--- src/rtl/dll_gate_pkg.sv ---
// Package: shared command codes and register layout for the DLL lock gate.
// Assumes the scheduler presents one decoded command per cycle.
package dll_gate_pkg;

    typedef enum logic [2:0] {
        CMD_NOP      = 3'd0,
        CMD_MRS      = 3'd1,
        CMD_SREF_IN  = 3'd2,
        CMD_SREF_OUT = 3'd3,
        CMD_ACT      = 3'd4,
        CMD_READ     = 3'd5,
        CMD_WRITE    = 3'd6,
        CMD_PRE      = 3'd7
    } ddr_cmd_e;

    typedef enum logic {
        SRC_MODE_WRITE = 1'b0,
        SRC_SREF_EXIT  = 1'b1
    } dll_src_e;

    typedef struct packed {
        logic qfc;
        logic drive;
        logic dll;
    } emr_fields_t;

endpackage

--- src/rtl/dll_emr_decode.sv ---
// Module: decodes extended register writes, refuses them while a bank is
// open, and holds the mirrored register fields until the next accepted write.
// Assumes bank_open is valid in the same cycle as the command.
module dll_emr_decode
    import dll_gate_pkg::*;
#(
    parameter int NBANK      = 4,
    parameter bit DLL_EN_VAL = 1'b0
) (
    input  logic             clk,
    input  logic             rst_n,
    input  ddr_cmd_e         cmd,
    input  logic [1:0]       ba,
    input  logic [2:0]       addr,
    input  logic [NBANK-1:0] bank_open,
    output logic             emrs_accept,
    output logic             emrs_reject,
    output emr_fields_t      emr_q
);

    localparam emr_fields_t EMR_RESET = '{qfc: 1'b0, drive: 1'b0, dll: ~DLL_EN_VAL};

    logic is_emrs;
    logic any_open;

    // Classify the command and apply the all-banks-idle rule.
    always_comb begin
        is_emrs     = (cmd == CMD_MRS) && (ba == 2'b01);
        any_open    = |bank_open;
        emrs_accept = is_emrs && !any_open;
        emrs_reject = is_emrs && any_open;
    end

    // Mirror register: loaded only by an accepted extended write.
    always_ff @(posedge clk) begin
        if (!rst_n) begin
            emr_q <= EMR_RESET;
        end else if (emrs_accept) begin
            emr_q <= emr_fields_t'(addr);
        end
    end

    p_accept_loads_r1: assert property (@(posedge clk) disable iff (!rst_n)
        emrs_accept |=> (emr_q == emr_fields_t'($past(addr))));

    p_other_mrs_keeps_r2: assert property (@(posedge clk) disable iff (!rst_n)
        (cmd == CMD_MRS && ba != 2'b01) |=> $stable(emr_q));

    p_reject_keeps_r3: assert property (@(posedge clk) disable iff (!rst_n)
        emrs_reject |=> $stable(emr_q));

endmodule

--- src/rtl/dll_state_track.sv ---
// Module: follows the DLL on/off state across extended writes and self
// refresh, and flags each off-to-on change together with its cause.
// Assumes no extended write is issued while in self refresh.
module dll_state_track
    import dll_gate_pkg::*;
#(
    parameter bit DLL_EN_VAL = 1'b0
) (
    input  logic     clk,
    input  logic     rst_n,
    input  ddr_cmd_e cmd,
    input  logic     emrs_accept,
    input  logic     new_dll,
    input  logic     stored_dll,
    output logic     dll_on,
    output logic     in_sref,
    output logic     armed,
    output logic     en_evt,
    output dll_src_e en_src
);

    logic want_on;
    logic by_write;
    logic sref_enter;
    logic sref_leave;
    logic by_exit;

    // Work out which enable event, if any, this command causes.
    always_comb begin
        want_on    = (new_dll == DLL_EN_VAL);
        by_write   = emrs_accept && want_on && !dll_on;
        sref_enter = (cmd == CMD_SREF_IN) && !in_sref;
        sref_leave = (cmd == CMD_SREF_OUT) && in_sref;
        by_exit    = sref_leave && (stored_dll == DLL_EN_VAL);
        en_evt     = by_write || by_exit;
        en_src     = by_exit ? SRC_SREF_EXIT : SRC_MODE_WRITE;
    end

    // State update for DLL on/off, self refresh and the first-enable flag.
    always_ff @(posedge clk) begin
        if (!rst_n) begin
            dll_on  <= 1'b0;
            in_sref <= 1'b0;
            armed   <= 1'b0;
        end else begin
            if (emrs_accept) begin
                dll_on <= want_on;
            end
            if (sref_enter) begin
                in_sref <= 1'b1;
                dll_on  <= 1'b0;
            end
            if (sref_leave) begin
                in_sref <= 1'b0;
                dll_on  <= (stored_dll == DLL_EN_VAL);
            end
            armed <= armed || en_evt;
        end
    end

    p_sref_in_off_r7: assert property (@(posedge clk) disable iff (!rst_n)
        (cmd == CMD_SREF_IN) |=> (!dll_on && in_sref));

    p_stray_exit_r9: assert property (@(posedge clk) disable iff (!rst_n)
        (cmd == CMD_SREF_OUT && !in_sref) |=> ($stable(dll_on) && !in_sref));

    p_event_from_off_r11: assert property (@(posedge clk) disable iff (!rst_n)
        en_evt |-> !dll_on);

endmodule

--- src/rtl/dll_wait_counter.sv ---
// Module: down counter that is reloaded by an event and reports done at zero.
// Assumes load_val never exceeds MAX.
module dll_wait_counter #(
    parameter int MAX = 200,
    parameter int W   = $clog2(MAX + 1)
) (
    input  logic         clk,
    input  logic         rst_n,
    input  logic         load,
    input  logic [W-1:0] load_val,
    output logic         done
);

    logic [W-1:0] cnt;

    // Reload on an event, otherwise count down until zero.
    always_ff @(posedge clk) begin
        if (!rst_n) begin
            cnt <= '0;
        end else if (load) begin
            cnt <= load_val;
        end else if (cnt != '0) begin
            cnt <= cnt - 1'b1;
        end
    end

    // Wait is over once the counter reaches zero.
    always_comb begin
        done = (cnt == '0);
    end

    p_reload_r10: assert property (@(posedge clk) disable iff (!rst_n)
        load |=> (cnt == $past(load_val)));

    p_step_r10: assert property (@(posedge clk) disable iff (!rst_n)
        (!load && cnt != '0) |=> (cnt == $past(cnt) - 1'b1));

    p_bound_r5: assert property (@(posedge clk) disable iff (!rst_n)
        int'(cnt) <= MAX);

endmodule

--- src/rtl/dll_lock_gate.sv ---
// Module: top of the DLL lock gate. It combines the register decode, the DLL
// state tracker and the two wait counters into the read and non-read flags.
// Assumes one command per cycle and at least one wait cycle for each gate.
module dll_lock_gate
    import dll_gate_pkg::*;
#(
    parameter int NBANK      = 4,
    parameter int RD_WAIT    = 200,
    parameter int MRD_WAIT   = 2,
    parameter int XSR_WAIT   = 10,
    parameter bit DLL_EN_VAL = 1'b0
) (
    input  logic             clk,
    input  logic             rst_n,
    input  logic [2:0]       cmd,
    input  logic [1:0]       ba,
    input  logic [2:0]       addr,
    input  logic [NBANK-1:0] bank_open,
    output logic             read_ok,
    output logic             nonread_ok,
    output logic             emrs_reject,
    output logic [2:0]       emr_mirror
);

    localparam int NR_MAX = (MRD_WAIT > XSR_WAIT) ? MRD_WAIT : XSR_WAIT;
    localparam int RD_W   = $clog2(RD_WAIT + 1);
    localparam int NR_W   = $clog2(NR_MAX + 1);

    ddr_cmd_e    cmd_e;
    logic        emrs_accept;
    emr_fields_t emr_q;
    logic        dll_on;
    logic        in_sref;
    logic        armed;
    logic        en_evt;
    dll_src_e    en_src;
    logic        rd_done;
    logic        nr_done;
    logic [NR_W-1:0] nr_load;

    // Give the raw command bits their enumerated meaning.
    always_comb begin
        cmd_e = ddr_cmd_e'(cmd);
    end

    dll_emr_decode #(
        .NBANK      (NBANK),
        .DLL_EN_VAL (DLL_EN_VAL)
    ) u_decode (
        .clk         (clk),
        .rst_n       (rst_n),
        .cmd         (cmd_e),
        .ba          (ba),
        .addr        (addr),
        .bank_open   (bank_open),
        .emrs_accept (emrs_accept),
        .emrs_reject (emrs_reject),
        .emr_q       (emr_q)
    );

    dll_state_track #(
        .DLL_EN_VAL (DLL_EN_VAL)
    ) u_track (
        .clk         (clk),
        .rst_n       (rst_n),
        .cmd         (cmd_e),
        .emrs_accept (emrs_accept),
        .new_dll     (addr[0]),
        .stored_dll  (emr_q.dll),
        .dll_on      (dll_on),
        .in_sref     (in_sref),
        .armed       (armed),
        .en_evt      (en_evt),
        .en_src      (en_src)
    );

    // The non-read wait length depends on how the DLL was switched on.
    always_comb begin
        nr_load = (en_src == SRC_SREF_EXIT) ? NR_W'(XSR_WAIT) : NR_W'(MRD_WAIT);
    end

    dll_wait_counter #(
        .MAX (RD_WAIT),
        .W   (RD_W)
    ) u_rd_wait (
        .clk      (clk),
        .rst_n    (rst_n),
        .load     (en_evt),
        .load_val (RD_W'(RD_WAIT)),
        .done     (rd_done)
    );

    dll_wait_counter #(
        .MAX (NR_MAX),
        .W   (NR_W)
    ) u_nr_wait (
        .clk      (clk),
        .rst_n    (rst_n),
        .load     (en_evt),
        .load_val (nr_load),
        .done     (nr_done)
    );

    // Combine the DLL state with the wait counters into the two flags.
    always_comb begin
        read_ok    = dll_on && rd_done;
        nonread_ok = armed && !in_sref && nr_done;
        emr_mirror = emr_q;
    end

    p_event_closes_r5: assert property (@(posedge clk) disable iff (!rst_n)
        en_evt |=> (!read_ok && !nonread_ok));

    p_disable_blocks_r6: assert property (@(posedge clk) disable iff (!rst_n)
        (emrs_accept && addr[0] != DLL_EN_VAL) |=> !read_ok);

    p_sref_closes_r7: assert property (@(posedge clk) disable iff (!rst_n)
        (cmd_e == CMD_SREF_IN) |=> (!read_ok && !nonread_ok));

endmodule

--- config.mk ---
export PLATFORM = sky130hd
export DESIGN_NAME = dll_lock_gate
export DESIGN_NICKNAME = d
export VERILOG_FILES = /design/src/rtl/dll_gate_pkg.sv /design/src/rtl/dll_emr_decode.sv /design/src/rtl/dll_state_track.sv /design/src/rtl/dll_wait_counter.sv /design/src/rtl/dll_lock_gate.sv
export SDC_FILE = /design/constraint.sdc
export NUM_CORES = 1
export LEC_CHECK = 0
export ABC_AREA = 1
export BUFFER_PORTS_ARGS = -buffer_cell sky130_fd_sc_hd__buf_2
export CAP_MARGIN = 20
export CORE_MARGIN = 3
export CORE_UTILIZATION = 48
export CTS_BUF_LIST = sky130_fd_sc_hd__clkbuf_16
export DETAILED_ROUTE_END_ITERATION = 6
export PLACE_DENSITY_LB_ADDON = 0.3
export SYNTH_ARGS = -nofsm -noshare
export SYNTH_HDL_FRONTEND = slang
export SYNTH_SLANG_ARGS = --single-unit
--- constraint.sdc ---
create_clock -name clk -period 1.05 [get_ports clk]
set_input_delay 0.1575 -clock clk [delete_from_list [all_inputs] [get_ports clk]]
set_output_delay 0.1575 -clock clk [all_outputs]
set_load 0.1 [all_outputs]
==> impl_metrics.py <==
metrics = {
    "routing": {
        "ant_nets": 0,
        "drtIter0Drc": 26,
        "drc_errors": 0,
        "routedWlPerCell_um": 15.62,
        "first_pass_iters": 4,
        "drt-vias-per-instance": 5.257,
        "drt_wl_total_um": 3529,
        "vias": 1188,
    },
    "clock_network": {
        "numCtsBuffers": 3,
        "cts.sinks": 18,
        "cts_tree": "yes",
        "clk_pin_slew_worst_paths_ps": 50,
        "clk_path_buf_depth": 2,
        "ctsHoldBuffers": 0,
        "insertion_delay_ps": 250,
        "cts-root-buf": "clkbuf_16",
        "htree_num_levels": 1,
    },
    "worst_setup_path": {
        "critPathMaxStageDelay_ps": 320,
        "cp_num_cells": 5,
        "cpMaxStageDelayCell": "dfxtp_2",
        "arrival_ps": 1270,
        "worstSetupEndpointType": "primary output",
        "required_ps": 890,
        "rr_worst_depth": 8,
        "crit_chain": "inv_2 -> ha_4 -> nand2_4 -> nor3_4 -> buf_12",
        "worst-path-max-fanout": 4,
        "critical_path_class": "reg2out",
        "path_delay_family": "flip-flops",
        "cp-start-kind": "flip-flop",
        "worst-path-buf-inv": 2,
    },
    "min_path": {
        "hold_class": "in2reg",
        "holdPathStages": 3,
    },
    "yosys": {
        "syn_area_um2": 1032,
        "synth_warnings": 0,
        "synth_seq_cells": 18,
        "synth_fp_nets": 163,
        "synthCells": 146,
        "syn_area_per_cell_um2": 7.070,
        "yosysSeqAreaShare_pct": 34.91,
        "ys_types": 23,
    },
    "power_and_ir_drop": {
        "p_total_mw": 5.492,
        "switching_share_pct": 43.07,
        "ir_worst_vdd_uv": 2449,
        "cellLeakagePower_nw": 0.8844,
        "p_int_mw": 3.127,
        "power_frac_comb_pct": 65.9,
        "p_seq_share_pct": 20.4,
        "p_sw_mw": 2.365,
        "power_density_nw_per_um2": 3027,
        "clkPwrFrac_pct": 13.7,
    },
    "sta": {
        "hold_viol": 0,
        "fin_crit_ps": 1423,
        "fin_skew_ps": 2.363,
        "maxSlewViolCount": 0,
        "max-slew-margin-rel_pct": 82.56,
        "max_freq_mhz": 702.6,
        "setup_tns_ps": -2593,
        "holdWs_ps": 194.8,
        "finalSetupViolCount": 14,
        "rsz0062_at_grt": "true",
        "worst_pin_slew_ps": 261.6,
        "timing.final.ws_setup_ps": -373.4,
        "finalCritPeriodShare_pct": 135.6,
    },
    "placement": {
        "dp.cells": 207,
        "hpwl_um": 1779,
        "pre_cts_ws_ps": -125.7,
        "port_buffers": 19,
        "gp_congestion": 0.7635,
        "placed_area_um2": 1450,
    },
    "die": {
        "core_um2": 2002,
        "rows": 16,
        "start_util_pct": 51.56,
        "die_area_um2": 2743,
        "io_pins": 20,
        "die_h_um": 52.38,
        "die_w_um": 52.38,
    },
    "final_layout": {
        "drive_gt1_share_pct": 61.31,
        "syn_to_final_growth_pct": 75.76,
        "mostFrequentLayoutCell": "buf_4",
        "nFillCells": 92,
        "nets": 217,
        "finalNonFillerCells": 226,
        "fin_area_um2": 1814,
        "insertedDiodeCount": 0,
        "final_util_pct": 90.63,
        "layout_common_cells": "buf_4 (24), nand2_1 (20), inv_1 (15), nor2_1 (14), buf_2 (13)",
    },
    "grt": {
        "grt_pass1_wl_um": 4471,
        "grt_max_degree": 13,
        "grt-ovfl-total": 0,
        "antenna_found_initial": 0,
        "grt_usage_pct": 22.08,
        "grt_pass1_vias": 1102,
    },
    "job": {
        "maxCapViolations": 0,
    },
    "status": {
        "violations": "setup timing",
        "status": "complete, but fails checks",
    },
}
-- flip-flops by register name, summed over array words and instances (netlist names) --
signal	cells
u_rd_wait.cnt	8
u_nr_wait.cnt	4
u_decode.emr_q	3
u_track.armed	1
u_track.dll_on	1
u_track.in_sref	1
-- synthesized netlist by cell type, drive strengths merged --
master   n  share of area (%)
a21oi    5                2.4
buf      1               0.73
clkbuf   1                1.3
clkinv   1               0.36
dfxtp   18                 35
ha       3                3.6
inv     24                8.7
nand2   32                 12
nand3   12                6.8
nand3b   2                1.5
nand4    4                5.3
nor2    30                 14
nor3     2               0.97
o211ai   1               0.73
o21ai    5                2.4
xnor2    2                1.7
xor2     3                2.5
-- routing by layer --
| metal | wire, um | track usage [%] | up-vias |
|---|---|---|---|
| li1 | - | - | 565 |
| met1 | 1280 | 22.86 | 574 |
| met2 | 1983 | 41.74 | 34 |
| met3 | 134 | 5.413 | 15 |
| met4 | 131 | 8.511 | 0 |
| met5 | 0 | 0 | - |
-- cell type report --
type	instances	area (um^2)	share of cell area, %
flip-flops and latches	18	375.4	20.69
inverters	25	100.1	5.517
repair buffers	51	455.4	25.10
clock inverters	1	3.754	0.2069
well taps	27	33.78	1.862
clock buffers	3	75.07	4.138
multi-input cells	101	770.7	42.48
-- power by group through the flow --
stage	Combinational (mW)	Sequential, mW	Clock (mW)
global placement	2.10	1.07	0
global route	3.84	1.14	0.796
detailed placement	2.18	1.09	0
CTS	2.65	1.09	0.755
finish	3.62	1.12	0.755
floorplan	1.54	1.09	0
-- timing repair --
| action | in CTS | in global routing |
|---|---|---|
| buffers inserted | 9 | 11 |
| pin swaps | 16 | 29 |
| resized for setup | 20 | 36 |
| endpoints found under the setup margin | 11 | 18 |
-- worst register-to-register path: cells and delay by family (launching register included) --
family | cells | cell delay (ps)
adders and majority gates | 1 | 160
DFF | 1 | 330
xor gates and xnor gates | 1 | 150
buffers and inverters | 4 | 420
and+or+nand+nor | 2 | 230
-- cell families after synthesis --
| group | Yosys count | synth area share [%] |
|---|---|---|
| AND/OR/NAND/NOR | 82 | 40.48 |
| buffers and inverters | 27 | 11.15 |
| flip-flops | 18 | 34.91 |
| AO/OA/AOI/OAI | 11 | 5.575 |
| XOR/XNOR | 5 | 4.243 |
| adder cells (fa/ha/maj) | 3 | 3.637 |
-- path summary, 6_finish.rpt --
check | start | endpoint | slack [ps]
min reg2reg | u_track.in_sref$_SDFFE_PP0P_ | u_track.in_sref$_SDFFE_PP0P_ | 490
min | addr[1] | u_decode.emr_q[1]$_SDFFE_PN0P_ | 190
max reg2reg | u_nr_wait.cnt[0]$_SDFFE_PN0P_ | u_nr_wait.cnt[2]$_SDFFE_PN0P_ | -320
max | u_nr_wait.cnt[0]$_SDFFE_PN0P_ | nonread_ok | -370
(Power assumes the default switching activity.)
